**src/rtl/sram_strobe_pkg.sv**
```systemverilog
package sram_strobe_pkg;

  typedef enum logic [2:0] {
    ST_IDLE,
    ST_WSETUP,
    ST_WPULSE,
    ST_WHOLD,
    ST_RACC,
    ST_RTURN
  } seq_state_e;

  // ceil(ns / clk_ns), never below one cycle
  function automatic int unsigned ns_to_cyc(input int unsigned ns, input int unsigned clk_ns);
    int unsigned c;
    c = (ns + clk_ns - 1) / clk_ns;
    return (c == 0) ? 1 : c;
  endfunction

  function automatic int unsigned umax(input int unsigned a, input int unsigned b);
    return (a > b) ? a : b;
  endfunction

  // a - b, floored at one cycle
  function automatic int unsigned sat_sub(input int unsigned a, input int unsigned b);
    return (a > b) ? (a - b) : 1;
  endfunction

endpackage

```
**src/rtl/sram_phase_timer.sv**
```systemverilog
module sram_phase_timer #(
  parameter int CNT_W = 4
) (
  input  logic             clk_i,
  input  logic             rst_ni,
  input  logic             load_i,
  input  logic [CNT_W-1:0] len_i,
  output logic             zero_o
);

  logic [CNT_W-1:0] cnt_q;

  always_ff @(posedge clk_i or negedge rst_ni) begin
    if (!rst_ni) begin
      cnt_q <= '0;
    end else if (load_i) begin
      cnt_q <= len_i;
    end else if (cnt_q != '0) begin
      cnt_q <= cnt_q - 1'b1;
    end
  end

  assign zero_o = (cnt_q == '0);

endmodule

```
**src/rtl/sram_seq_fsm.sv**
```systemverilog
module sram_seq_fsm
  import sram_strobe_pkg::*;
#(
  parameter int unsigned SETUP_CYC = 1,
  parameter int unsigned WP_CYC    = 9,
  parameter int unsigned HOLD_CYC  = 1,
  parameter int unsigned RD_CYC    = 11,
  parameter int unsigned TURN_CYC  = 4,
  parameter int          CNT_W     = 4
) (
  input  logic             clk_i,
  input  logic             rst_ni,
  input  logic             req_i,
  input  logic             we_i,
  input  logic             zero_i,
  output logic             load_o,
  output logic [CNT_W-1:0] len_o,
  output logic             accept_o,
  output logic             capture_o,
  output logic             ready_o,
  output logic             done_o,
  output logic             ce_n_o,
  output logic             oe_n_o,
  output logic             we_n_o,
  output logic             dq_oe_o
);

  localparam logic [CNT_W-1:0] LEN_SETUP = CNT_W'(SETUP_CYC - 1);
  localparam logic [CNT_W-1:0] LEN_WP    = CNT_W'(WP_CYC - 1);
  localparam logic [CNT_W-1:0] LEN_HOLD  = CNT_W'(HOLD_CYC - 1);
  localparam logic [CNT_W-1:0] LEN_RD    = CNT_W'(RD_CYC - 1);
  localparam logic [CNT_W-1:0] LEN_TURN  = CNT_W'(TURN_CYC - 1);

  seq_state_e state_q, state_d;
  logic       fin_d;
  logic       done_q;
  logic       ce_n_q, oe_n_q, we_n_q, dq_oe_q;

  always_comb begin
    state_d   = state_q;
    load_o    = 1'b0;
    len_o     = '0;
    accept_o  = 1'b0;
    capture_o = 1'b0;
    fin_d     = 1'b0;
    unique case (state_q)
      ST_IDLE: begin
        if (req_i) begin
          accept_o = 1'b1;
          load_o   = 1'b1;
          if (we_i) begin
            state_d = ST_WSETUP;
            len_o   = LEN_SETUP;
          end else begin
            state_d = ST_RACC;
            len_o   = LEN_RD;
          end
        end
      end
      ST_WSETUP: begin
        if (zero_i) begin
          state_d = ST_WPULSE;
          load_o  = 1'b1;
          len_o   = LEN_WP;
        end
      end
      ST_WPULSE: begin
        if (zero_i) begin
          state_d = ST_WHOLD;
          load_o  = 1'b1;
          len_o   = LEN_HOLD;
        end
      end
      ST_WHOLD: begin
        if (zero_i) begin
          state_d = ST_IDLE;
          fin_d   = 1'b1;
        end
      end
      ST_RACC: begin
        if (zero_i) begin
          state_d   = ST_RTURN;
          load_o    = 1'b1;
          len_o     = LEN_TURN;
          capture_o = 1'b1;
          fin_d     = 1'b1;
        end
      end
      ST_RTURN: begin
        if (zero_i) state_d = ST_IDLE;
      end
      default: state_d = ST_IDLE;
    endcase
  end

  // strobes registered from the next state: glitch-free pins
  always_ff @(posedge clk_i or negedge rst_ni) begin
    if (!rst_ni) begin
      state_q <= ST_IDLE;
      done_q  <= 1'b0;
      ce_n_q  <= 1'b1;
      oe_n_q  <= 1'b1;
      we_n_q  <= 1'b1;
      dq_oe_q <= 1'b0;
    end else begin
      state_q <= state_d;
      done_q  <= fin_d;
      ce_n_q  <= !(state_d inside {ST_WSETUP, ST_WPULSE, ST_WHOLD, ST_RACC});
      oe_n_q  <= (state_d != ST_RACC);
      we_n_q  <= (state_d != ST_WPULSE);
      dq_oe_q <= (state_d inside {ST_WSETUP, ST_WPULSE, ST_WHOLD});
    end
  end

  assign ready_o = (state_q == ST_IDLE);
  assign done_o  = done_q;
  assign ce_n_o  = ce_n_q;
  assign oe_n_o  = oe_n_q;
  assign we_n_o  = we_n_q;
  assign dq_oe_o = dq_oe_q;

endmodule

```
**src/rtl/sram_bus_regs.sv**
```systemverilog
module sram_bus_regs #(
  parameter int ADDR_W = 19,
  parameter int DATA_W = 8
) (
  input  logic              clk_i,
  input  logic              rst_ni,
  input  logic              accept_i,
  input  logic              capture_i,
  input  logic [ADDR_W-1:0] addr_i,
  input  logic [DATA_W-1:0] wdata_i,
  input  logic [DATA_W-1:0] dq_i,
  output logic [ADDR_W-1:0] addr_o,
  output logic [DATA_W-1:0] dq_o,
  output logic [DATA_W-1:0] rdata_o
);

  logic [ADDR_W-1:0] addr_q;
  logic [DATA_W-1:0] wdata_q;
  logic [DATA_W-1:0] rdata_q;

  // address and data held until the next accept: covers zero hold time
  always_ff @(posedge clk_i or negedge rst_ni) begin
    if (!rst_ni) begin
      addr_q  <= '0;
      wdata_q <= '0;
    end else if (accept_i) begin
      addr_q  <= addr_i;
      wdata_q <= wdata_i;
    end
  end

  always_ff @(posedge clk_i or negedge rst_ni) begin
    if (!rst_ni) begin
      rdata_q <= '0;
    end else if (capture_i) begin
      rdata_q <= dq_i;
    end
  end

  assign addr_o  = addr_q;
  assign dq_o    = wdata_q;
  assign rdata_o = rdata_q;

endmodule

```
**src/rtl/sram_strobe_ctrl.sv**
```systemverilog
module sram_strobe_ctrl
  import sram_strobe_pkg::*;
#(
  parameter int          ADDR_W     = 19,
  parameter int          DATA_W     = 8,
  parameter int unsigned CLK_NS     = 5,
  parameter int unsigned T_WC_NS    = 55,
  parameter int unsigned T_WP_NS    = 45,
  parameter int unsigned T_SCE_NS   = 45,
  parameter int unsigned T_SD_NS    = 30,
  parameter int unsigned T_RC_NS    = 55,
  parameter int unsigned T_AA_NS    = 55,
  parameter int unsigned T_DOE_NS   = 25,
  parameter int unsigned T_HZOE_NS  = 20
) (
  input  logic              clk_i,
  input  logic              rst_ni,
  input  logic              req_i,
  input  logic              we_i,
  input  logic [ADDR_W-1:0] addr_i,
  input  logic [DATA_W-1:0] wdata_i,
  output logic              ready_o,
  output logic              done_o,
  output logic [DATA_W-1:0] rdata_o,
  output logic [ADDR_W-1:0] mem_addr_o,
  output logic              mem_ce_n_o,
  output logic              mem_oe_n_o,
  output logic              mem_we_n_o,
  output logic [DATA_W-1:0] mem_dq_o,
  input  logic [DATA_W-1:0] mem_dq_i,
  output logic              mem_dq_oe_o
);

  localparam int unsigned SETUP_CYC = 1;
  localparam int unsigned HOLD_CYC  = 1;
  localparam int unsigned WP_CYC    = umax(
      umax(ns_to_cyc(T_WP_NS, CLK_NS), sat_sub(ns_to_cyc(T_SD_NS, CLK_NS), SETUP_CYC)),
      umax(sat_sub(ns_to_cyc(T_SCE_NS, CLK_NS), SETUP_CYC),
           sat_sub(ns_to_cyc(T_WC_NS, CLK_NS), SETUP_CYC + HOLD_CYC)));
  localparam int unsigned RD_CYC    = umax(
      umax(ns_to_cyc(T_AA_NS, CLK_NS), ns_to_cyc(T_RC_NS, CLK_NS)),
      ns_to_cyc(T_DOE_NS, CLK_NS));
  localparam int unsigned TURN_CYC  = ns_to_cyc(T_HZOE_NS, CLK_NS);
  localparam int unsigned MAX_LEN   = umax(umax(WP_CYC, RD_CYC), TURN_CYC);
  localparam int          CNT_W     = $clog2(MAX_LEN + 1);

  logic             load;
  logic [CNT_W-1:0] len;
  logic             zero;
  logic             accept;
  logic             capture;

  sram_phase_timer #(.CNT_W(CNT_W)) u_timer (
    .clk_i  (clk_i),
    .rst_ni (rst_ni),
    .load_i (load),
    .len_i  (len),
    .zero_o (zero)
  );

  sram_seq_fsm #(
    .SETUP_CYC (SETUP_CYC),
    .WP_CYC    (WP_CYC),
    .HOLD_CYC  (HOLD_CYC),
    .RD_CYC    (RD_CYC),
    .TURN_CYC  (TURN_CYC),
    .CNT_W     (CNT_W)
  ) u_fsm (
    .clk_i     (clk_i),
    .rst_ni    (rst_ni),
    .req_i     (req_i),
    .we_i      (we_i),
    .zero_i    (zero),
    .load_o    (load),
    .len_o     (len),
    .accept_o  (accept),
    .capture_o (capture),
    .ready_o   (ready_o),
    .done_o    (done_o),
    .ce_n_o    (mem_ce_n_o),
    .oe_n_o    (mem_oe_n_o),
    .we_n_o    (mem_we_n_o),
    .dq_oe_o   (mem_dq_oe_o)
  );

  sram_bus_regs #(.ADDR_W(ADDR_W), .DATA_W(DATA_W)) u_regs (
    .clk_i     (clk_i),
    .rst_ni    (rst_ni),
    .accept_i  (accept),
    .capture_i (capture),
    .addr_i    (addr_i),
    .wdata_i   (wdata_i),
    .dq_i      (mem_dq_i),
    .addr_o    (mem_addr_o),
    .dq_o      (mem_dq_o),
    .rdata_o   (rdata_o)
  );

endmodule

```
**config.mk**
```make
export PLATFORM = sky130hd
export DESIGN_NAME = sram_strobe_ctrl
export DESIGN_NICKNAME = d
export VERILOG_FILES = /design/src/rtl/sram_strobe_pkg.sv /design/src/rtl/sram_phase_timer.sv /design/src/rtl/sram_seq_fsm.sv /design/src/rtl/sram_bus_regs.sv /design/src/rtl/sram_strobe_ctrl.sv
export SDC_FILE = /design/constraint.sdc
export NUM_CORES = 1
export LEC_CHECK = 0
export BUFFER_PORTS_ARGS = -buffer_cell sky130_fd_sc_hd__buf_2
export CAP_MARGIN = 25
export CORE_MARGIN = 8
export CORE_UTILIZATION = 43
export CTS_CLUSTER_SIZE = 20
export DETAILED_ROUTE_END_ITERATION = 6
export PLACE_DENSITY = 0.75
export SYNTH_ARGS = -nofsm -noshare
export SYNTH_HDL_FRONTEND = slang
export SYNTH_SLANG_ARGS = --single-unit
export TNS_END_PERCENT = 30
```
**constraint.sdc**
```tcl
create_clock -name clk_i -period 1.5 [get_ports clk_i]
set_input_delay 0.15 -clock clk_i [delete_from_list [all_inputs] [get_ports clk_i]]
set_output_delay 0.15 -clock clk_i [all_outputs]
set_load 0.1 [all_outputs]
```
==> results of run 1 <==
-- kinds of logic after synthesis --
logic type | Yosys count
compound gates | 17
xor+xnor | 3
fa+ha+maj | 1
buf+inv | 13
flops | 47
mux | 9
simple gates | 109
-- cells in the final DEF, fill, tap and decap left out, types with 2 or more instances in the layout --
cell      Yosys  layout
buf_2         7      78
nand2b_1      2       2
nand3_1       2       2
dfstp_2       3       3
o21ai_0       3       3
inv_2         0       2
a21oi_2       1       2
clkbuf_8      0       7
nor2_1        3       3
buf_12        0       3
dfrtp_2       0       2
xnor2_1       2       2
a21oi_1       5       4
dfrtp_1      44      42
nand2_1      88      87
and2_4        0       2
nand3b_1      2       2
nor2b_1       2       2
mux2_2        9       9
buf_4         2      19
o21bai_1      2       2
nand2_2       1       2
o211ai_1      2       2
-- flip-flops by register name, summed over array words and instances (netlist names), 3 cells and up --
name,count
u_regs.addr_o,19
u_regs.dq_o,8
u_regs.rdata_o,8
u_timer.cnt_q,4
u_fsm.state_q,3
-- per-layer routing --
metal	vias to the layer above	GRT usage, %
li1	833	-
met1	770	14.6
met2	58	23.6
met3	9	5.56
met4	0	6.15
met5	-	0
-- what timing repair did --
action | in CTS | in global routing
pin swaps | 4 | 2
endpoints found under the setup margin | 17 | 16
buffers inserted | 4 | 0
hold endpoints to repair | 44 | 0
resized for setup | 7 | 4
hold buffers | 1 | 0
-- layout make-up --
class | count | share of cell area, %
clock buffers | 8 | 3.61
repair buffers | 102 | 22.1
well taps | 54 | 2.43
multi-input cells | 139 | 29.0
flip-flops and latches | 47 | 42.6
inverters | 2 | 0.270
-- through the flow --
stage	TNS, ns	instances	utilization (%)	instance area (sq um)
global placement	-0.272	340	56.4	2610
floorplan	-15.48	199	-	2040
finish	-0.0250	352	60.0	2780
CTS	-0.0951	352	59.6	2760
global route	-0.664	352	60.0	2780
detailed placement	-0.805	340	56.4	2610
-- path summary, 6_finish.rpt --
check / end / cells past startpoint / start / slack (ns)
max: u_fsm.state_q[0]$_DFF_PN0_ / 7 / u_timer.cnt_q[0]$_DFFE_PN0P_ / -0.02
min: u_regs.dq_o[3]$_DFFE_PN0P_ / 3 / wdata_i[3] / 0.04
max reg2reg: u_fsm.state_q[0]$_DFF_PN0_ / 7 / u_timer.cnt_q[0]$_DFFE_PN0P_ / -0.02
min reg2reg: u_regs.addr_o[4]$_DFFE_PN0P_ / 2 / u_regs.addr_o[4]$_DFFE_PN0P_ / 0.47
max in group asynchronous: u_fsm.ce_n_o$_DFF_PN1_ / 3 / rst_ni / 0.84
min in group asynchronous: u_regs.rdata_o[1]$_DFFE_PN0P_ / 3 / rst_ni / 0.39
-- critical path, stage by stage (launching register included) --
cell       delay, ns
dfrtp_1         0.39
inv_2           0.07
ha_4            0.14
nor3b_4         0.18
buf_6           0.15
nor3b_2         0.05
buf_4           0.14
a2111oi_4       0.30
==> out/metrics.yaml, run 1 <==
place_ws_ns: -0.0910
vias: 1670
clk_pin_slew_ns: 0.08
drc_errors: 0
syn_inst: 199
grt_pass1_wl_um: 8020
die-area_sq_mm: 0.00713
routabilityCongestion: 0.844
synthXorXnorAreaFrac_pct: 1.30
cp.required_ns: 1.69
fin_nets: 337
nFillCells: 399
synth_top_area_share_pct: 54.7
hold_viol: 0
synth_area_per_cell_sq_um: 10.1
drt_iter0_drc: 47
synthTopCellsByCount: "88 x nand2_1, 44 x dfrtp_1, 9 x mux2_2"
synth_top_family_by_area: "simple AND/OR/NAND/NOR gates"
overflow: 0
drive_above_1_share_pct: 46.6
setup_viol: 1
worstSetupPathType: "register to register"
rows: 25
synth_cell_types: 34
seqCellArea_sq_mm: 0.00118
hp-class: "input pin to register"
start_util_pct: 43.5
core_area_sq_mm: 0.00463
multiInputGateArea_sq_um: 805
clock_latency_ns: 0.29
synth_fa_ha_area_share_pct: 0.621
maxCapViolations: 0
firstDrtPassIters: 4
met2_length_um: 2330
muxShareOfSynthArea_pct: 5.03
cp.arrival_ns: 1.71
grt_use_total_pct: 13.8
met3WireLength_um: 389
fin_crit_ns: 1.52
topRoutingLayerUsed: "met4"
post-route-period-util_pct: 102
yosysWarnings: 0
cts_max_path_buffers: 2
h-tree-depth: 2
start_kind: "register"
yosysTopAreaCell: "dfrtp_1"
skew_ns: 0.00321
endpoint_kind: "register"
holdWs_ns: 0.0365
worst_slew_pin_slew_ns: 0.494
maxSlewViolCount: 0
fmax_mhz: 656
worst_slack_ns: -0.0250
synth_fp_nets: 239
ys_ff_latch: 47
cts.sinks: 47
cts_made_buffers: 5
status: "finished, violations left"
synth_compound_area_share_pct: 6.77
ant_nets: 0
synth.most_common_cell: "nand2_1"
synth_area_leaders: "dfrtp_1 55%, nand2_1 16%, mux2_2 5.0%, dfstp_2 3.9%, buf_2 1.7%"
synth_enable_flop_cells: 0
synth_ff_type: "dfrtp_1"
die_w_um: 84.4
die_height_um: 84.4
grt_max_degree: 26
rsz0062_at_grt: "true"
diodes: 0
netlist_area_sq_mm: 0.00201
cp_max_fo: 6
portBuffers: 79
synthArstFlopShare_pct: 100
syn2layout_area_growth_pct: 37.8
clockRootBuffer: "clkbuf_8"
via_per_inst: 4.74
seq_area_frac_synth_pct: 58.6
relSlewSlack_pct: 67.3
antenna_found_initial: 0
wl_met1_um: 1960
violations: "negative setup slack"
wl_per_cell_um: 13.6
io_pins: 80
place_hpwl_um: 3630
cts_tree: "built"
finalWirelength_um: 4770
synth-simple-area-share_pct: 24.5
grt_pass1_vias: 1779
Power of run 1 is left out: the tool's default activity adds up to more than one toggle a clock period on the data nets, which glitch-free logic cannot reach.
==> inputs of run 2 (changes only) <==
--- a/config.mk
+++ b/config.mk
@@ -6,5 +6,5 @@
 export NUM_CORES = 1
 export LEC_CHECK = 0
-export BUFFER_PORTS_ARGS = -buffer_cell sky130_fd_sc_hd__buf_2
+export BUFFER_PORTS_ARGS = -buffer_cell sky130_fd_sc_hd__clkbuf_2
 export CAP_MARGIN = 25
 export CORE_MARGIN = 8
==> constraint.sdc (replaced) <==
create_clock -name clk_i -period 1.5 [get_ports clk_i]
set_input_delay 0.375 -clock clk_i [delete_from_list [all_inputs] [get_ports clk_i]]
set_output_delay 0.375 -clock clk_i [all_outputs]
set_load 0.1 [all_outputs]
==> run 2 against run 1 <==
The run still ends with negative setup slack left. Hold slack improved by 0.014 ns. First-iteration DRC count is 43% lower. Clock skew increased by 0.0065 ns. Sequential share of layout area decreased by 2.3 points. Global-route usage up 0.25 points. Final cell count shrank 0.85%. Sequential cell count unchanged. Clock-buffer cell count unchanged. Critical path depth grew 1. Utilization rose by 3.3 points. Critical path type unchanged. Largest cell class unchanged. Highest routed layer unchanged.
==> out/metrics.yaml, run 2 (synthesis results as in run 1) <==
fin_crit_ns: 1.57
h-tree-depth: 2
portBuffers: 79
cp_top_family: "flip-flops"
drc_errors: 0
rsz0062_at_grt: "true"
cts_max_path_buffers: 2
worst_slack_ns: -0.0672
via_per_inst: 4.74
maxSlewViolCount: 0
grt_pass1_wl_um: 8190
fmax_mhz: 638
crit_chain: "inv_1, ha_2, nor3b_4, buf_6, buf_6, o211ai_1, o2111ai_1, o211ai_1"
routabilityCongestion: 0.854
drt_iter0_drc: 27
skew_ns: 0.00975
postCtsHoldBufs: 0
start_util_pct: 43.5
grt_pass1_vias: 1709
setup_viol: 12
holdWs_ns: 0.0504
cpPeakStageDelay_ns: 0.38
core_area_sq_mm: 0.00463
nFillCells: 385
cp_slowest_cell: "dfrtp_1"
r2r-start: "u_timer.cnt_q[1]$_DFFE_PN0P_"
cp.arrival_ns: 1.73
largest_reg_flops: 19
relSlewSlack_pct: 69.2
clock_latency_ns: 0.29
r2r_setup_slack_ns: -0.07
cts.sinks: 47
worstRegToRegCells: 8
syn2layout_area_growth_pct: 45.5
layout_common_cells: "86 x nand2_1, 48 x buf_4, 43 x dfrtp_1, 38 x clkbuf_2"
worst_slew_pin_slew_ns: 0.460
vias: 1653
ant_nets: 0
grt_use_total_pct: 14.1
diodes: 0
fin_nets: 334
path_buf_inv: 3
cts_made_buffers: 5
endpoint_kind: "register"
hold_viol: 0
place_hpwl_um: 3660
worstSetupPathType: "register to register"
clk_pin_slew_ns: 0.08
hp-class: "input pin to async pin"
cp.required_ns: 1.66
violations: "negative setup slack"
finalWirelength_um: 4920
cts_tree: "built"
wl_per_cell_um: 14.1
io_pins: 80
status: "finished, violations left"
overflow: 0
clockRootBuffer: "clkbuf_8"
drive_above_1_share_pct: 45.8
post-route-period-util_pct: 104
antenna_found_initial: 0
die_w_um: 84.4
rows: 25
r2r-end: "u_timer.cnt_q[1]$_DFFE_PN0P_"
final_common_cell: "nand2_1"
firstDrtPassIters: 4
die_height_um: 84.4
maxCapViolations: 0
die-area_sq_mm: 0.00713
cp_max_fo: 3
final_util_pct: 63.3
start_kind: "register"
setup_tns_ns: -0.515
grt_max_degree: 48
## run 2: how the worst max path moves through the flow
stage                     depth (start not counted)                    startpoint                       endpoint
final                                             8  u_timer.cnt_q[1]$_DFFE_PN0P_   u_timer.cnt_q[1]$_DFFE_PN0P_
after global routing                              8  u_timer.cnt_q[1]$_DFFE_PN0P_   u_timer.cnt_q[1]$_DFFE_PN0P_
after CTS                                         8  u_timer.cnt_q[1]$_DFFE_PN0P_   u_timer.cnt_q[1]$_DFFE_PN0P_
after detailed placement                          6  u_timer.cnt_q[0]$_DFFE_PN0P_  u_regs.rdata_o[0]$_DFFE_PN0P_
after global placement                            6  u_timer.cnt_q[0]$_DFFE_PN0P_     u_fsm.state_q[0]$_DFF_PN0_
after floorplan                                   6    u_fsm.state_q[0]$_DFF_PN0_  u_regs.addr_o[16]$_DFFE_PN0P_
## run 2: cell type report
type,instances,area (sq um),area share [%]
inverters,2,7.51,0.256
repair buffers,98,756,25.8
well taps,54,67.6,2.31
flip-flops and latches,47,1180,40.3
multi-input cells,140,818,27.9
clock buffers,8,100,3.42
## run 2: metal layers
| layer | GRT usage (%) | vias up | part of all wire (%) |
|---|---|---|---|
| met1 | 15.2 | 763 | 40 |
| met5 | 0 | - | 0 |
| met3 | 4.98 | 5 | 8.2 |
| met4 | 5.83 | 0 | 1.2 |
| met2 | 24.4 | 54 | 51 |
| li1 | - | 831 | - |
## run 2: repair_timing
| item | CTS | global route |
|---|---|---|
| endpoints found under the setup margin | 13 | 18 |
| cloned | 1 | 0 |
| resized for setup | 10 | 2 |
| pin swaps | 7 | 2 |
| buffers inserted | 5 | 0 |
## run 2: stage by stage
stage               setup WS (ns)  cells  cell area (sq um)
CTS                       -0.0674    349               2920
global placement          -0.0292    336               2740
global route               -0.201    349               2930
finish                    -0.0672    349               2930
floorplan                  -0.510    199               2040
detailed placement        -0.0909    336               2740
## run 2: worst reg2reg max path, stage by stage (launching register included)
cell       delay [ns]
dfrtp_1          0.38
inv_1            0.06
ha_2             0.18
nor3b_4          0.25
buf_6            0.14
buf_6            0.08
o211ai_1         0.11
o2111ai_1        0.12
o211ai_1         0.12
Power of run 2 is left out for the same reason.
